===== src/rtl/det_pkg.sv =====
package det_pkg;
    localparam int unsigned NSRC = 2;
    localparam int unsigned WD_W = 2;
    localparam int unsigned RD_W = 4;
    localparam logic [1:0] ADDR_CTRL = 2'd0;
    localparam logic [1:0] ADDR_CMP  = 2'd1;
    localparam logic [1:0] ADDR_MASK = 2'd2;
    localparam logic [1:0] ADDR_FLAG = 2'd3;

    typedef enum logic [1:0] {
        OSC_OFF   = 2'd0,
        OSC_WARM  = 2'd1,
        OSC_READY = 2'd2
    } osc_state_e;
endpackage


===== src/rtl/det_sync.sv =====
module det_sync #(
    parameter int unsigned STAGES = 2
) (
    input  logic clk,
    input  logic rst_n,
    input  logic d,
    output logic q
);
    logic [STAGES-1:0] chain;

    always_ff @(posedge clk or negedge rst_n) begin
        if (!rst_n) chain <= '0;
        else        chain <= {chain[STAGES-2:0], d};
    end

    assign q = chain[STAGES-1];
endmodule


===== src/rtl/det_chan.sv =====
module det_chan (
    input  logic clk,
    input  logic rst_n,
    input  logic raw_in,
    input  logic cmp,
    input  logic clr,
    output logic stat,
    output logic flag
);
    logic mis;
    logic mis_q;
    logic set_now;

    det_sync #(.STAGES(2)) u_sync (
        .clk   (clk),
        .rst_n (rst_n),
        .d     (raw_in),
        .q     (stat)
    );

    always_comb begin
        mis     = stat ^ cmp;
        set_now = mis & ~mis_q;
    end

    always_ff @(posedge clk or negedge rst_n) begin
        if (!rst_n) begin
            mis_q <= 1'b0;
            flag  <= 1'b0;
        end else begin
            mis_q <= mis;
            flag  <= set_now | (flag & ~clr);
        end
    end

    AST_FLAG_ONLY_ON_MISMATCH: assert property (@(posedge clk) disable iff (!rst_n)
        $rose(flag) |-> $past(stat != cmp));
    AST_FLAG_FOLLOWS_NEW_MISMATCH: assert property (@(posedge clk) disable iff (!rst_n)
        $rose(flag) |-> mis_q);
    AST_CLEAR_TAKES: assert property (@(posedge clk) disable iff (!rst_n)
        (clr && !set_now) |=> !flag);
endmodule


===== src/rtl/osc_stab_fsm.sv =====
module osc_stab_fsm
    import det_pkg::*;
#(
    parameter int unsigned STAB_CYCLES = 16
) (
    input  logic clk,
    input  logic rst_n,
    input  logic osc_run,
    output logic ready
);
    localparam int unsigned CW = (STAB_CYCLES > 2) ? $clog2(STAB_CYCLES) : 1;
    localparam logic [CW-1:0] LAST = CW'(STAB_CYCLES - 1);

    osc_state_e state, nxt;
    logic [CW-1:0] cnt;

    always_ff @(posedge clk or negedge rst_n) begin
        if (!rst_n) begin
            state <= OSC_OFF;
            cnt   <= '0;
        end else begin
            state <= nxt;
            cnt   <= (state == OSC_WARM && nxt == OSC_WARM) ? cnt + 1'b1 : '0;
        end
    end

    always_comb begin
        nxt = state;
        unique case (state)
            OSC_OFF:   nxt = osc_run ? OSC_WARM : OSC_OFF;
            OSC_WARM:  nxt = !osc_run ? OSC_OFF : ((cnt == LAST) ? OSC_READY : OSC_WARM);
            OSC_READY: nxt = osc_run ? OSC_READY : OSC_OFF;
            default:   nxt = OSC_OFF;
        endcase
    end

    always_comb begin
        ready = (state == OSC_READY);
    end

    AST_READY_NEEDS_RUN: assert property (@(posedge clk) disable iff (!rst_n)
        ready |-> $past(osc_run));
endmodule


===== src/rtl/det_irq_unit.sv =====
module det_irq_unit
    import det_pkg::*;
#(
    parameter int unsigned STAB_CYCLES = 16
) (
    input  logic            clk,
    input  logic            rst_n,
    input  logic            ring_det,
    input  logic            carr_det,
    input  logic            osc_run,
    input  logic            rx_pin,
    input  logic            demod_out,
    input  logic            wr_en,
    input  logic            rd_en,
    input  logic [1:0]      addr,
    input  logic [WD_W-1:0] wdata,
    output logic [RD_W-1:0] rdata,
    output logic            irq,
    output logic            ser_rx,
    output logic            gpio_mode
);
    logic [NSRC-1:0] raw;
    logic [NSRC-1:0] cmp_q;
    logic [NSRC-1:0] mask_q;
    logic [NSRC-1:0] stat;
    logic [NSRC-1:0] flag;
    logic [NSRC-1:0] clr;
    logic            en_q;
    logic            ready;
    logic            wr_ctrl, wr_cmp, wr_mask, wr_flag;
    logic [RD_W-1:0] rd_mux;

    assign raw = {carr_det, ring_det};

    always_comb begin
        wr_ctrl = wr_en && (addr == ADDR_CTRL);
        wr_cmp  = wr_en && (addr == ADDR_CMP);
        wr_mask = wr_en && (addr == ADDR_MASK);
        wr_flag = wr_en && (addr == ADDR_FLAG);
        clr     = wr_flag ? wdata[NSRC-1:0] : '0;
    end

    for (genvar i = 0; i < NSRC; i++) begin : g_chan
        det_chan u_chan (
            .clk    (clk),
            .rst_n  (rst_n),
            .raw_in (raw[i]),
            .cmp    (cmp_q[i]),
            .clr    (clr[i]),
            .stat   (stat[i]),
            .flag   (flag[i])
        );
    end

    osc_stab_fsm #(.STAB_CYCLES(STAB_CYCLES)) u_osc (
        .clk     (clk),
        .rst_n   (rst_n),
        .osc_run (osc_run),
        .ready   (ready)
    );

    always_comb begin
        unique case (addr)
            ADDR_CTRL: rd_mux = {2'b00, ready, en_q};
            ADDR_CMP:  rd_mux = {2'b00, cmp_q};
            ADDR_MASK: rd_mux = {2'b00, mask_q};
            default:   rd_mux = {stat, flag};
        endcase
    end

    always_ff @(posedge clk or negedge rst_n) begin
        if (!rst_n) begin
            cmp_q  <= '0;
            mask_q <= '0;
            en_q   <= 1'b0;
            rdata  <= '0;
        end else begin
            if (wr_cmp)  cmp_q  <= wdata[NSRC-1:0];
            if (wr_mask) mask_q <= wdata[NSRC-1:0];
            if (!ready)       en_q <= 1'b0;
            else if (wr_ctrl) en_q <= wdata[0];
            if (rd_en) rdata <= rd_mux;
        end
    end

    assign irq       = |(flag & ~mask_q);
    assign ser_rx    = en_q ? demod_out : rx_pin;
    assign gpio_mode = en_q;

    AST_EN_NEEDS_READY: assert property (@(posedge clk) disable iff (!rst_n)
        en_q |-> $past(ready));
    AST_MASKED_NO_IRQ: assert property (@(posedge clk) disable iff (!rst_n)
        (mask_q == 2'b11) |-> !irq);
endmodule


===== config.mk =====
export PLATFORM = sky130hd
export DESIGN_NAME = det_irq_unit
export DESIGN_NICKNAME = d
export VERILOG_FILES = /design/src/rtl/det_pkg.sv /design/src/rtl/det_sync.sv /design/src/rtl/det_chan.sv /design/src/rtl/osc_stab_fsm.sv /design/src/rtl/det_irq_unit.sv
export SDC_FILE = /design/constraint.sdc
export NUM_CORES = 1
export LEC_CHECK = 0
export ABC_AREA = 1
export BUFFER_PORTS_ARGS = -buffer_cell sky130_fd_sc_hd__buf_2
export CAP_MARGIN = 20
export CORE_MARGIN = 2
export CORE_UTILIZATION = 45
export CTS_BUF_LIST = sky130_fd_sc_hd__clkbuf_8
export DETAILED_ROUTE_END_ITERATION = 8
export PLACE_DENSITY = 0.78
export SLEW_MARGIN = 20
export SYNTH_ARGS = -nofsm -noshare
export SYNTH_HDL_FRONTEND = slang
export SYNTH_SLANG_ARGS = --single-unit

===== constraint.sdc =====
create_clock -name clk -period 2.4 [get_ports clk]
set_input_delay 0.12 -clock clk [delete_from_list [all_inputs] [get_ports clk]]
set_output_delay 0.12 -clock clk [all_outputs]
set_load 0.03 [all_outputs]

==> flow_summary.json <==
{
  "grt_use_total_pct": 16.4,
  "die_h_um": 50.4,
  "slowest_stage": "dfrtp_1",
  "vias_per_cell": 4.78,
  "worstMarginPinSlew_ns": 0.501,
  "rsz0062_at_grt": "no",
  "cts_tree": "yes",
  "rows": 16,
  "nets": 146,
  "fin_ws_ns": 1.21,
  "synth_seq_cells": 23,
  "gp_congestion": 0.816,
  "setup.worst_path.start_class": "register",
  "layout-drive-gt1-share_pct": 22.1,
  "ys_types": 18,
  "power_density_nw_per_um2": 699,
  "max_freq_mhz": 842,
  "clock_latency_ns": 0.27,
  "synth_top_area_share_pct": 59.5,
  "grt_max_degree": 24,
  "combPwrFrac_pct": 15.3,
  "pin_count": 20,
  "finalHoldViolations": 0,
  "syn-cell-area_um2": 967,
  "finalSetupViolCount": 0,
  "finalNonFillerCells": 158,
  "area_growth_pct": 20.3,
  "finalWirelength_mm": 1.71,
  "clkSinkCount": 23,
  "htree_levels": 1,
  "ir_drop_mv": 0.458,
  "grt.overflow.total": 0,
  "remaining_drc_errors": 0,
  "cp.required_ns": 2.28,
  "dieArea_um2": 2540,
  "maxSlewViolCount": 0,
  "swShare_pct": 28.0,
  "cts_root_buf": "clkbuf_8",
  "final_cell_mix": "27 x nand2_1, 23 x dfrtp_1, 19 x buf_2, 11 x inv_1, 8 x nor2_1",
  "min_path_type": "in -> reg",
  "final_area_um2": 1160,
  "maxSlewHeadroom_pct": 66.6,
  "die_w_um": 50.4,
  "clk_pin_slew_worst_paths_ns": 0.08,
  "dp_cells": 151,
  "cpPeakStageDelay_ns": 0.40,
  "start_util_pct": 48.3,
  "multiInputGateArea_um2": 332,
  "dpl_cell_area_um2": 1080,
  "worstPathCellList": "o22ai_1, buf_2",
  "maxCapViolCount": 0,
  "clk_path_buf_depth": 2,
  "fin_crit_ns": 1.19,
  "first_pass_iters": 4,
  "num_antenna_cells": 0,
  "ys_warn_count": 0,
  "clkPwrFrac_pct": 30.0,
  "place_ws_ns": 1.33,
  "synthTopCellsByArea": "dfrtp_1 60%, nand2_1 10%, inv_1 4.3%",
  "p_sw_w": 0.000228,
  "fillers": 179,
  "drt_iter0_markers": 11,
  "antenna_found_initial": 0,
  "port_buffers": 19,
  "regArea_um2": 576,
  "vias": 755,
  "fin_skew_ns": 0.00617,
  "coreArea_um2": 2000,
  "postRouteAntennaNets": 0,
  "grt_pass1_vias": 742,
  "outcome": "finished clean",
  "power.leakage_nw": 0.592,
  "syn_avg_cell_area_um2": 9.12,
  "seqPwrFrac_pct": 54.7,
  "grt_pass1_wl_mm": 3.06,
  "synth.largest_area_cell": "dfrtp_1",
  "synthCells": 106,
  "finalSetupTns_ns": 0,
  "fin_crit_sh_pct": 49.5,
  "worst-endpoint-arrival_ns": 1.07,
  "crit_path_max_fanout": 3,
  "hpwl_mm": 1.24,
  "cp-end-kind": "output port",
  "seq_area_frac_synth_pct": 59.5,
  "wl_per_cell_um": 10.8,
  "final_common_cell": "nand2_1",
  "syn_nets": 120,
  "numCtsBuffers": 3,
  "critical_path_class": "reg -> out",
  "intPower_w": 0.000586
}
-- metrics by stage --
stage / util (%) / total power [W] / hold slack, ns
after floorplan: - / 0.000529 / -0.176
after global placement: 54.2 / 0.000570 / 0.101
after detailed placement: 54.2 / 0.000574 / 0.112
after CTS: 58.1 / 0.000819 / 0.0922
after global routing: 58.1 / 0.000858 / 0.0991
final: 58.1 / 0.000814 / 0.0952
-- power by group through the flow --
stage | clock network, W | registers, W | logic (W)
2_1_floorplan | 0 | 0.000462 | 0.0000675
3_3_place_gp | 0 | 0.000452 | 0.000118
3_5_place_dp | 0 | 0.000453 | 0.000121
4_1_cts | 0.000248 | 0.000445 | 0.000126
5_1_grt | 0.000264 | 0.000450 | 0.000144
6_report | 0.000244 | 0.000445 | 0.000124
-- state kept, by name, indices dropped and copies added (netlist names) --
name and count:
cmp_q 2, g_chan.u_chan.flag 2, g_chan.u_chan.mis_q 2, g_chan.u_chan.u_sync.chain 4
gpio_mode 1, mask_q 2, rdata 4, u_osc.cnt 4
u_osc.state 2
-- repair_timing --
item	in CTS	in global routing
hold buffers	3	0
buffers inserted	0	0
hold endpoints to repair	25	0
resized for setup	0	0
-- path summary, 6_finish.rpt --
check / from / to / slack (ns) / cells after the start
worst max-delay path: mask_q[1]$_DFFE_PN0P_ / irq / 1.21 / 2
worst min-delay path: osc_run / u_osc.state[1]$_DFF_PN0_ / 0.1 / 3
worst max register to register: u_osc.cnt[0]$_DFF_PN0_ / u_osc.cnt[3]$_DFF_PN0_ / 1.32 / 4
worst min register to register: g_chan[0].u_chan.u_sync.chain[0]$_DFF_PN0_ / g_chan[0].u_chan.u_sync.chain[1]$_DFF_PN0_ / 0.37 / 0
max in group asynchronous: rst_n / u_osc.cnt[2]$_DFF_PN0_ / 1.71 / 2
min in group asynchronous: rst_n / g_chan[0].u_chan.u_sync.chain[1]$_DFF_PN0_ / 0.35 / 2
-- cells by family after synthesis --
kind of cell,Yosys count,share of synthesized area (%)
AND/OR/NAND/NOR,48,21.0
adder cells (fa/ha/maj),1,1.29
AO/OA/AOI/OAI,16,8.41
XOR/XNOR,4,3.62
flip-flops,23,59.5
buffers and inverters,14,6.21
-- layout make-up --
type                            count  area share (%)
Inverter                           13            4.19
Clock buffer                        3            3.55
Tap cell                           27            2.90
Multi-Input combinational cell     69            28.5
Timing Repair Buffer               22            10.8
Sequential cell                    23            49.5
Clock inverter                      1           0.645
-- synthesized netlist by cell type --
master / number
nand3_1: 7
nand4_1: 1
o21ai_0: 6
xor2_1: 3
o21ai_1: 5
nand2_1: 27
dfrtp_1: 23
ha_1: 1
nor2_2: 2
a21oi_1: 4
nor2_1: 8
xnor2_1: 1
buf_6: 1
o22ai_1: 1
nor3_1: 1
nand2_2: 2
inv_2: 2
inv_1: 11
-- worst max-delay path, delay by kind of cell (launching register included) --
family	cells	cell delay (ns)
flip-flops	1	0.40
buffers and inverters	1	0.22
AO/OA/AOI/OAI	1	0.18
-- metal layers --
layer | track usage (%) | vias to the layer above | share of wire (%)
met1 | 20.1 | 344 | 46
met2 | 26.8 | 21 | 46
met4 | 10.8 | 0 | 2.8
met5 | 0 | - | 0
li1 | - | 384 | -
met3 | 2.68 | 6 | 5.0
Note: power is estimated with default switching activity, not from simulation.
